**src/rtl/chr_outer_pkg.sv**
```systemverilog
package chr_outer_pkg;

    typedef enum logic [1:0] {
        MODE_INNER_DIRECT = 2'b00,
        MODE_INNER_REMAP  = 2'b01,
        MODE_OUTER_DIRECT = 2'b10,
        MODE_OUTER_REMAP  = 2'b11
    } chr_mode_e;

endpackage

```
**src/rtl/chr_slot_map.sv**
```systemverilog
module chr_slot_map #(
    parameter int SLOT_W = 3
) (
    input  logic [SLOT_W-1:0] ppu_a,
    input  logic              swap,
    output logic [SLOT_W-1:0] eff_slot,
    output logic              odd_half
);

    localparam logic [SLOT_W-1:0] SWAP_MASK = {1'b1, {(SLOT_W-1){1'b0}}};

    always_comb begin
        eff_slot = swap ? (ppu_a ^ SWAP_MASK) : ppu_a;
        // lower half holds the 2 KiB pairs; bit 0 picks the half of a pair
        odd_half = ~eff_slot[SLOT_W-1] & eff_slot[0];
    end

endmodule

```
**src/rtl/chr_inner_pick.sv**
```systemverilog
module chr_inner_pick #(
    parameter int BANK_W = 8,
    parameter int SLOT_W = 3,
    localparam int SLOT_CNT = 1 << SLOT_W,
    localparam int PAIR_SLOTS = SLOT_CNT / 2,
    localparam int PAIR_REGS = SLOT_CNT / 4,
    localparam int REG_CNT = PAIR_REGS + PAIR_SLOTS
) (
    input  logic [REG_CNT-1:0][BANK_W-1:0] regs,
    input  logic [SLOT_W-1:0]              eff_slot,
    output logic [BANK_W-1:0]              direct_val,
    output logic [BANK_W-1:0]              remap_val
);

    logic [SLOT_CNT-1:0][BANK_W-1:0] cand_direct;
    logic [SLOT_CNT-1:0][BANK_W-1:0] cand_remap;

    for (genvar g = 0; g < SLOT_CNT; g++) begin : g_slot
        if (g < PAIR_SLOTS) begin : g_pair
            assign cand_direct[g] = {regs[g/2][BANK_W-1:1], 1'(g % 2)};
            if (g % 2 == 0) begin : g_even
                assign cand_remap[g] = regs[g/2];
            end else begin : g_odd
                assign cand_remap[g] = '0;
            end
        end else begin : g_single
            assign cand_direct[g] = regs[g - PAIR_SLOTS + PAIR_REGS];
            assign cand_remap[g]  = regs[g - PAIR_SLOTS + PAIR_REGS];
        end
    end

    always_comb begin
        direct_val = cand_direct[eff_slot];
        remap_val  = cand_remap[eff_slot];
    end

endmodule

```
**src/rtl/chr_bank_compose.sv**
```systemverilog
module chr_bank_compose
    import chr_outer_pkg::*;
#(
    parameter int BANK_W = 8,
    parameter int SLOT_W = 3,
    localparam int OUTER_W = BANK_W - 1 - SLOT_W
) (
    input  chr_mode_e          mode,
    input  logic [BANK_W-1:0]  direct_val,
    input  logic [BANK_W-1:0]  remap_val,
    input  logic               odd_half,
    input  logic [OUTER_W-1:0] outer_nib,
    input  logic [SLOT_W-1:0]  ppu_a,
    input  logic               top_sel,
    input  logic               top_alt,
    output logic [BANK_W-1:0]  bank
);

    logic [BANK_W-1:0] raw;

    always_comb begin
        raw = direct_val;
        unique case (mode)
            MODE_INNER_DIRECT: raw = direct_val;
            MODE_INNER_REMAP:  raw = remap_val;
            MODE_OUTER_DIRECT: raw = {direct_val[BANK_W-1], outer_nib, ppu_a};
            MODE_OUTER_REMAP:  raw = {direct_val[BANK_W-1] & ~odd_half, outer_nib, ppu_a};
        endcase
    end

    always_comb begin
        bank = {top_sel ? top_alt : raw[BANK_W-1], raw[BANK_W-2:0]};
    end

endmodule

```
**src/rtl/chr_outer_bank.sv**
```systemverilog
module chr_outer_bank
    import chr_outer_pkg::*;
#(
    parameter int BANK_W = 8,
    parameter int SLOT_W = 3,
    localparam int SLOT_CNT = 1 << SLOT_W,
    localparam int REG_CNT = SLOT_CNT / 4 + SLOT_CNT / 2,
    localparam int OUTER_W = BANK_W - 1 - SLOT_W
) (
    input  logic                           cfg_outer_mode,
    input  logic                           cfg_remap,
    input  logic                           cfg_chr_top_sel,
    input  logic                           cfg_chr_top_alt,
    input  logic [OUTER_W-1:0]             cfg_chr_outer,
    input  logic [REG_CNT-1:0][BANK_W-1:0] inner_chr_regs,
    input  logic                           inner_chr_swap,
    input  logic [SLOT_W-1:0]              ppu_a,
    output logic [BANK_W-1:0]              chr_bank
);

    chr_mode_e         mode;
    logic [SLOT_W-1:0] eff_slot;
    logic              odd_half;
    logic [BANK_W-1:0] direct_val;
    logic [BANK_W-1:0] remap_val;

    always_comb begin
        mode = MODE_INNER_DIRECT;
        unique case ({cfg_outer_mode, cfg_remap})
            2'b00: mode = MODE_INNER_DIRECT;
            2'b01: mode = MODE_INNER_REMAP;
            2'b10: mode = MODE_OUTER_DIRECT;
            2'b11: mode = MODE_OUTER_REMAP;
        endcase
    end

    chr_slot_map #(.SLOT_W(SLOT_W)) u_slot_map (
        .ppu_a    (ppu_a),
        .swap     (inner_chr_swap),
        .eff_slot (eff_slot),
        .odd_half (odd_half)
    );

    chr_inner_pick #(.BANK_W(BANK_W), .SLOT_W(SLOT_W)) u_inner_pick (
        .regs       (inner_chr_regs),
        .eff_slot   (eff_slot),
        .direct_val (direct_val),
        .remap_val  (remap_val)
    );

    chr_bank_compose #(.BANK_W(BANK_W), .SLOT_W(SLOT_W)) u_compose (
        .mode       (mode),
        .direct_val (direct_val),
        .remap_val  (remap_val),
        .odd_half   (odd_half),
        .outer_nib  (cfg_chr_outer),
        .ppu_a      (ppu_a),
        .top_sel    (cfg_chr_top_sel),
        .top_alt    (cfg_chr_top_alt),
        .bank       (chr_bank)
    );

endmodule

```
**config.mk**
```make
export PLATFORM = sky130hd
export DESIGN_NAME = chr_outer_bank
export DESIGN_NICKNAME = d
export VERILOG_FILES = /design/src/rtl/chr_outer_pkg.sv /design/src/rtl/chr_slot_map.sv /design/src/rtl/chr_inner_pick.sv /design/src/rtl/chr_bank_compose.sv /design/src/rtl/chr_outer_bank.sv
export SDC_FILE = /design/constraint.sdc
export NUM_CORES = 1
export LEC_CHECK = 0
export ABC_CLOCK_PERIOD_IN_PS = 900
export BUFFER_PORTS_ARGS = -buffer_cell sky130_fd_sc_hd__buf_4
export CORE_MARGIN = 2
export CORE_UTILIZATION = 30
export DETAILED_ROUTE_END_ITERATION = 16
export PLACE_DENSITY = 0.74
export SYNTH_ARGS = -nofsm -noshare
export SYNTH_HDL_FRONTEND = slang
export SYNTH_SLANG_ARGS = --single-unit
```
**constraint.sdc**
```tcl
create_clock -name vclk -period 0.9
set_input_delay 0 -clock vclk [all_inputs]
set_output_delay 0 -clock vclk [all_outputs]
set_load 0.02 [all_outputs]
```
Word level (Yosys, flattened, before mapping) --
Index checks and enable logic that the tools add are counted.
Cells by class: $add $sub $neg 0, multiply operators 0, div/mod/pow operators 0, order comparisons 1, equality and inequality tests 6, shift operators 0, mux-type cells 8, bitwise logic cells 5, reductions and logical operators 2
Operators by type and width (count):
- 8-bit binary-select mux with 3-bit select | 2
- 8-bit case mux with 4 select lines | 1
- 8-bit 2-to-1 mux | 2
- 2-bit == test, second input constant | 4
- 2-bit case mux with 4 select lines | 1
- 2-bit by 1-bit == test with 1-bit output, second input constant | 2
- 2-bit zero test | 2
- 3-bit by 4-bit less-than comparator with 1-bit output, second input constant | 1
- 3-bit 2-to-1 mux | 1
- 1-bit NOT | 3
- 1-bit AND | 2
- 1-bit 2-to-1 mux | 1
Storage, ports and cells: register bits 0, bits in latches 0, RAM bits 0, bits in read-only memories 0, input bits 60, memories kept 0

Depth between registers and ports, before layout --
Gate-level depths: netlist of the first run.
word-level depth 8, depth in mapped cells 6, mapped depth without buffers 4

By module --
A second synthesis of the first run with hierarchy kept.
Unflattened totals: cell total of the unflattened synthesis 73, area total of the unflattened synthesis 725.7 um^2
By module, submodules not included:
- chr_inner_pick | times used 1, cells an instance 38, area an instance 500.5 um^2
- chr_bank_compose | times used 1, cells an instance 28, area an instance 186.4 um^2
- chr_slot_map | times used 1, cells an instance 5, area an instance 31.3 um^2
- chr_outer_bank | times used 1, cells an instance 2, area an instance 7.5 um^2

Least setup slack after synthesis of the first run --
No wires, ideal clock.
kind input port to output port, from in ppu_a[2], to out chr_bank[1], arrival 1.072 ns, data required time 0.900 ns, path slack -0.172 ns, stages on the path 5, path buffers 2, path through buf_2 xor2_2 buf_6 o22ai_4 a211oi_2
Between the ends: word-level cells in the longest chain between the ends 5, elaborated cells between the ends (all ways) 7, classes of those cells 6 x mux; 1 x bitwise
RTL lines:
- from (decl) | RTL line chr_outer_bank.sv:17 | input logic [SLOT_W-1:0] ppu_a,
- 1-bit NOT (no line)
- 3-bit 2-to-1 mux * | RTL line chr_slot_map.sv:13 | eff_slot = swap ? (ppu_a ^ SWAP_MASK) : ppu_a;
- 8-bit binary-select mux with 3-bit select, on equally long branches | RTL line chr_inner_pick.sv:34, chr_inner_pick.sv:33
- 8-bit 2-to-1 mux, on equally long branches | RTL line chr_inner_pick.sv:34, chr_inner_pick.sv:33
- 8-bit case mux with 4 select lines * | RTL line chr_bank_compose.sv:23 | unique case (mode)
- to (decl) | RTL line chr_outer_bank.sv:18 | output logic [BANK_W-1:0] chr_bank
Every way passes the cells marked *; elsewhere a longest branch is shown, timed or not. The select of a mux whose other input is x is not followed.

Worst setup path in the final report of the first run --
from in ppu_a[2], to out chr_bank[0]
The elaborated chain is that of the path after synthesis.

==> results of run 1 <==
-- power breakdown --
group	internal, W	switching, W	total (W)
logic	0.000522	0.000366	0.000888
clock network	0	0	0
registers	0	0	0
total	0.000522	0.000366	0.000888
-- synthesized netlist by cell type, drive strengths merged --
cell / n / area share
a211oi: 1 / 0.020
a21boi: 4 / 0.047
a21oi: 8 / 0.068
a2bb2oi: 1 / 0.014
a31oi: 1 / 0.0098
and2: 1 / 0.012
buf: 6 / 0.065
clkbuf: 1 / 0.0059
inv: 2 / 0.012
mux2: 10 / 0.18
mux2i: 9 / 0.14
mux4: 2 / 0.070
nand2: 13 / 0.076
nand2b: 1 / 0.014
nand3: 1 / 0.0078
nand3b: 3 / 0.035
nand4: 1 / 0.0098
nor2: 1 / 0.0059
nor3: 1 / 0.0078
o21ai: 2 / 0.016
o22ai: 5 / 0.070
o31ai: 4 / 0.078
xnor2: 1 / 0.014
xor2: 1 / 0.025
-- area by class of cell --
| type | instances | area (sq um) | area share |
|---|---|---|---|
| Timing Repair Buffer | 82 | 727 | 0.489 |
| Tap cell | 27 | 33.8 | 0.0227 |
| Multi-Input combinational cell | 71 | 718 | 0.483 |
| Inverter | 2 | 7.51 | 0.00505 |
-- stage by stage --
| stage | util | power (W) | setup TNS, ns | setup slack, ns |
|---|---|---|---|---|
| after floorplan | - | 0.000440 | -0.0142 | -0.0142 |
| after global placement | 0.668 | 0.000776 | -1.22 | -0.170 |
| after detailed placement | 0.668 | 0.000790 | -1.34 | -0.186 |
| after CTS | 0.715 | 0.000850 | -0.576 | -0.115 |
| after global routing | 0.750 | 0.000946 | -1.09 | -0.201 |
| final | 0.750 | 0.000888 | -0.630 | -0.111 |
-- kinds of logic after synthesis --
family                    after synthesis  share of synthesized area
and+or+nand+nor                        22                      0.168
buffers and inverters                   9                     0.0822
xor gates and xnor gates                2                     0.0391
muxes                                  21                      0.387
AOI/OAI and AO/OA                      26                      0.323
-- layer usage --
layer | vias to the layer above | global-route usage
li1 | 453 | -
met1 | 409 | 0.211
met2 | 46 | 0.375
met3 | 0 | 0.0149
met4 | 0 | 0.00926
met5 | - | 0
-- what timing repair did --
item / CTS / global route
hold buffers: 0 / 0
setup endpoints to repair: 8 / 8
buffers inserted: 2 / 2
gates resized for setup: 20 / 7
cloned: 0 / 1
pin swaps: 12 / 9
-- path summary, 6_finish.rpt --
| check | depth (start not counted) | from | slack [ns] | end |
|---|---|---|---|---|
| setup / recovery | 7 | ppu_a[2] | -0.11 | chr_bank[0] |
| hold / removal | 3 | cfg_chr_top_sel | 0.29 | chr_bank[7] |
==> impl_metrics.yaml, run 1 <==
run_status:
  status: "finished, violations left"
  violations: "setup timing"
timing:
  drv_slew: 0
  fin_ws_ns: -0.111
  whs_ns: 0.287
  min_period_ns: 1.01
  worst_pin_slew_ns: 0.238
  fin_crit_sh: 1.12
  rsz0062_at_grt: "true"
  fmax_mhz: 989
  hold_viol: 0
  maxSlewHeadroom: 0.841
  setup_viol: 7
finish:
  drive_above_1_share: 0.774
  finalNetCount: 217
  final_area_sq_mm: 0.00149
  final_cell_mix: "68 x buf_4, 12 x nand2_1, 10 x mux2_2"
  layout_commonest_cell: "buf_4"
  final_cells: 182
  n_fill_cell: 149
  flops_and_latches: 0
  n_antenna_cell: 0
  regArea_sq_um: 0
  clock_buffers: 0
  syn_to_final_growth_pct: 132
placement:
  place.gp.congestion: 0.722
  dp.final_hpwl_microns: 1930
  io_buffers: 68
  dp.cells: 177
  placed_area_sq_mm: 0.00132
detailed_routing:
  viasPerCell: 4.99
  drt_iter0_markers: 9
  dr.pass1.iters: 4
  wl_per_cell_microns: 13.3
  drt-total-wl_microns: 2430
  postRouteAntennaNets: 0
  highest_layer: "met3"
  wl_met2_microns: 1340
  wl_met3_microns: 206
  num_vias: 908
  m1WireLength_microns: 883
  drcViolationCount: 0
flow_run:
  cap_violations: 0
critical_path:
  path_cells: "buf_8 > xnor2_1 > buf_4 > o21ai_0 > a21oi_1 > a21oi_2 > buf_4"
  cp-start-kind: "input pin"
  crit_path_end_kind: "output pin"
  worst_path_most_repeated_cell: "buf_4"
  crit_buf_inv: 3
  worstPathArrival_ns: 1.01
  cp_top_family: "buffers and inverters"
  crit_fanout: 3
  slowest_stage: "xnor2_1"
  path_class: "in -> out"
  cpPeakStageDelay_ns: 0.22
  required_ns: 0.90
grt:
  grt_max_degree: 16
  grt_pass1_wl_microns: 3710
  track_usage: 0.184
  grt_overflow_total: 0
  grt_pass1_vias: 930
  antenna_found_initial: 0
floorplanning:
  start_util: 0.323
  coreArea_sq_mm: 0.00198
  die_y_microns: 50.2
  num_rows: 16
  die_w_microns: 50.2
  io_pins: 68
  die_area_sq_mm: 0.00252
power:
  p_per_area_mw_per_mm2: 597
  peakVddDrop_uv: 336
  leakage_nw: 0.686
yosys:
  ys_seq_area_frac: 0
  yosys_warnings: 0
  synth_area_per_cell_sq_um: 7.99
  synthesis.instances: 80
  synthDistinctLibCells: 28
  synth_nets: 140
  netlist_area_sq_um: 639
hold_path:
  hold_path.class: "in -> out"
No activity file was read; power rests on OpenSTA's default activity.
==> run 2, diff against run 1 <==
==> constraint.sdc (replaced) <==
create_clock -name vclk -period 0.9
set_input_delay 0.18 -clock vclk [all_inputs]
set_output_delay 0.18 -clock vclk [all_outputs]
set_load 0.02 [all_outputs]
==> impl_metrics.yaml, run 2 (synthesis gave the netlist of run 1 again) <==
finish:
  clock_buffers: 0
  multi_input_area_sq_um: 752
  fin_util: 0.809
  drive_above_1_share: 0.819
  flops_and_latches: 0
  n_antenna_cell: 0
  layout_commonest_cell: "buf_4"
  regArea_sq_um: 0
  n_fill_cell: 113
  finalNetCount: 222
  final_area_sq_mm: 0.00160
  final_cell_mix: "68 x buf_4, 10 x mux2_2, 9 x nand2_1, 9 x buf_6"
  syn_to_final_growth_pct: 151
run_status:
  violations: "setup timing"
  status: "finished, violations left"
grt:
  grt_max_degree: 9
  track_usage: 0.210
  antenna_found_initial: 0
  grt_overflow_total: 0
  grt_pass1_wl_microns: 4250
  grt_pass1_vias: 975
critical_path:
  path_class: "in -> out"
  crit_path_end_kind: "output pin"
  critPathCapture: "chr_bank[2]"
  cp-start-kind: "input pin"
  startpoint: "ppu_a[0]"
  worstPathArrival_ns: 1.21
  crit_fanout: 4
  required_ns: 0.72
power:
  p_total_w: 0.000997
  power_frac_clock: 0
  power_frac_seq: 0
  p_per_area_mw_per_mm2: 622
  peakVddDrop_uv: 423
  swShare: 0.412
  intPower_w: 0.000586
  combPwrFrac: 1.000
  p_switching_w: 0.000411
  leakage_nw: 0.732
timing:
  drv_slew: 0
  rsz0062_at_grt: "true"
  fmax_mhz: 718
  fin_crit_sh: 1.55
  min_period_ns: 1.39
  maxSlewHeadroom: 0.838
  fin_ws_ns: -0.493
  hold_viol: 0
  worst_pin_slew_ns: 0.241
  setup_viol: 8
floorplanning:
  coreArea_sq_mm: 0.00198
  die_w_microns: 50.2
  die_area_sq_mm: 0.00252
  num_rows: 16
  io_pins: 68
  die_y_microns: 50.2
  start_util: 0.323
detailed_routing:
  dr.pass1.iters: 4
  postRouteAntennaNets: 0
  wl_per_cell_microns: 15.2
  drt-total-wl_microns: 2840
  num_vias: 961
  drcViolationCount: 0
  drt_iter0_markers: 7
  viasPerCell: 5.14
placement:
  place_ws_ns: -0.559
  place.gp.congestion: 0.792
  placed_area_sq_mm: 0.00140
  io_buffers: 68
  dp.final_hpwl_microns: 2030
hold_path:
  hold_path.class: "in -> out"
  whs_path_depth: 3
clocking:
  hold_buffers: 0
flow_run:
  cap_violations: 0
-- run 2: cell count changes in the layout (fill, tap and decap cells not counted), moves of 2 or more --
cell     previous run  this run
buf_12              2         7
buf_6               7         9
mux2i_1             9         7
mux2i_2             0         2
nand2_1            12         9
nand2_2             1         3
-- run 2: how the worst min path moves through the flow --
stage | end | slack [ns] | startpoint
finish | chr_bank[7] | 0.66 | cfg_chr_top_sel
global route | chr_bank[7] | 0.66 | cfg_chr_top_sel
CTS | chr_bank[5] | 0.68 | cfg_chr_outer[2]
detailed placement | chr_bank[7] | 0.69 | cfg_chr_top_sel
global placement | chr_bank[7] | 0.67 | cfg_chr_top_sel
floorplan | chr_bank[7] | 0.44 | cfg_chr_top_sel
-- run 2: cell type report --
type | instances | share of cell area
tap | 27 | 0.0211
inverter | 2 | 0.00468
timing repair buffer | 87 | 0.505
multi-input combinational | 71 | 0.469
-- run 2: worst max-delay path, cell delays in order --
cell and delay, ns:
buf_8 0.09, mux4_2 0.50, nand3_1 0.12, nand4_1 0.14
buf_4 0.19
-- run 2: per-stage QoR --
step	setup TNS [ns]	cells	hold WS [ns]
2_1_floorplan	-2.59	80	0.442
3_3_place_gp	-3.97	184	0.671
3_5_place_dp	-4.14	184	0.687
4_1_cts	-3.52	186	0.684
5_1_grt	-4.01	187	0.664
6_report	-3.69	187	0.661
-- run 2: layer usage --
layer / up-vias / share of wire / GRT usage
met5: - / 0 / 0
met4: 0 / 0.019 / 0.0278
met3: 6 / 0.075 / 0.0208
met2: 55 / 0.57 / 0.447
met1: 436 / 0.33 / 0.218
li1: 464 / - / -
-- run 2: power groups by stage --
stage / clock [W] / combinational (W) / sequential [W]
after floorplan: 0 / 0.000449 / 0
after global placement: 0 / 0.000818 / 0
after detailed placement: 0 / 0.000834 / 0
after CTS: 0 / 0.000948 / 0
after global routing: 0 / 0.00105 / 0
final: 0 / 0.000997 / 0
-- run 2: what timing repair did --
item,in CTS,in global routing
pin swaps,9,7
cloned,1,0
resized for setup,32,9
setup buffers,1,1
setup endpoints to repair,8,8
==> run 3, diff against run 2 <==
- CAP_MARGIN: not set -> 20
- GPL_TIMING_DRIVEN: not set -> 0
==> impl_metrics.yaml, run 3 (synthesis gave the netlist of run 1 again) <==
critical_path:
  crit_fanout: 5
  crit_buf_inv: 4
  path_class: "in -> out"
  cpPeakStageDelay_ns: 0.23
  worstPathArrival_ns: 1.26
  path_cells: "buf_12 > xor2_4 > buf_6 > buf_8 > nand3b_1 > a21oi_2 > a211oi_4 > buf_6"
  worst_path_most_repeated_cell: "buf_6"
  cp_top_family: "buffers and inverters"
  required_ns: 0.72
  crit_path_end_kind: "output pin"
  slowest_stage: "a21oi_2"
  cp-start-kind: "input pin"
timing:
  rsz0062_at_grt: "true"
  fin_ws_ns: -0.544
  maxSlewHeadroom: 0.782
  fmax_mhz: 693
  drv_slew: 0
  setup_viol: 8
  whs_ns: 0.628
  min_period_ns: 1.44
  worst_pin_slew_ns: 0.328
  fin_setup_tns_ns: -3.89
  hold_viol: 0
  fin_crit_sh: 1.60
finish:
  multi_input_area_sq_um: 741
  fin_util: 0.784
  clock_buffers: 0
  layout_commonest_cell: "buf_4"
  syn_to_final_growth_pct: 143
  regArea_sq_um: 0
  drive_above_1_share: 0.771
  flops_and_latches: 0
  n_fill_cell: 135
  final_cell_mix: "65 x buf_4, 10 x nand2_1, 9 x mux2i_1, 9 x mux2_2, 9 x buf_6"
  n_antenna_cell: 0
  final_cells: 184
  finalNetCount: 219
detailed_routing:
  drt_iter0_markers: 4
  drcViolationCount: 0
  num_vias: 922
  postRouteAntennaNets: 0
  drt-total-wl_microns: 2480
  viasPerCell: 5.01
  wl_per_cell_microns: 13.5
  dr.pass1.iters: 4
power:
  p_switching_w: 0.000396
  combPwrFrac: 1.000
  p_per_area_mw_per_mm2: 629
  power_frac_clock: 0
  leakage_nw: 0.715
  intPower_w: 0.000582
  peakVddDrop_uv: 382
  power_frac_seq: 0
  swShare: 0.405
floorplanning:
  coreArea_sq_mm: 0.00198
  io_pins: 68
  die_w_microns: 50.2
  die_y_microns: 50.2
  die_area_sq_mm: 0.00252
  start_util: 0.323
  num_rows: 16
placement:
  dp.final_hpwl_microns: 1820
  place.gp.congestion: 0.732
  io_buffers: 66
  place_ws_ns: -0.673
  dp.cells: 173
grt:
  grt_pass1_wl_microns: 3920
  track_usage: 0.190
  grt_max_degree: 11
  grt_pass1_vias: 887
  grt_overflow_total: 0
  antenna_found_initial: 0
run_status:
  violations: "setup timing"
  status: "finished, violations left"
hold_path:
  hold_path.class: "in -> out"
clocking:
  hold_buffers: 0
flow_run:
  cap_violations: 0
[run 3: changes by cell type in the layout (fill, tap and decap cells not counted), sizes merged]
cell	before	now
buf	87	83
clkbuf	0	1
[run 3: through the flow]
stage / total power (W) / area (sq um)
2_1_floorplan: 0.000449 / 768
3_3_place_gp: 0.000752 / 1300
3_5_place_dp: 0.000760 / 1300
4_1_cts: 0.000969 / 1550
5_1_grt: 0.00103 / 1550
6_report: 0.000978 / 1550
[run 3: tightest hold or removal path, cell delays in order]
cell	delay, ns
buf_4	0.10
o31ai_4	0.05
buf_6	0.12
[run 3: path summary, 6_finish.rpt]
check | startpoint | end | slack [ns] | depth (start not counted)
worst max-delay path | ppu_a[2] | chr_bank[1] | -0.54 | 8
worst min-delay path | cfg_chr_top_sel | chr_bank[7] | 0.63 | 3
[run 3: cell type report]
| type | instances | area share |
|---|---|---|
| multi-input cells | 71 | 0.477 |
| repair buffers | 77 | 0.432 |
| plain buffers | 7 | 0.0644 |
| well taps | 27 | 0.0217 |
| inverters | 2 | 0.00483 |
[run 3: power by group through the flow]
stage	clock, W	combinational, W	sequential (W)
after global placement	0	0.000752	0
after detailed placement	0	0.000760	0
after CTS	0	0.000969	0
after global routing	0	0.00103	0
after floorplan	0	0.000449	0
final	0	0.000978	0
[run 3: per-layer routing]
metal / up-vias / part of all wire / track usage
li1: 460 / - / -
met1: 415 / 0.40 / 0.223
met2: 47 / 0.52 / 0.382
met3: 0 / 0.086 / 0.0238
met4: 0 / 0 / 0
met5: - / 0 / 0
[run 3: timing repair]
action	4_1_cts	5_1_grt
gates resized for setup	28	2
endpoints found under the setup margin	8	8
buffers inserted	8	0
gates cloned	3	0
pin swaps	14	5
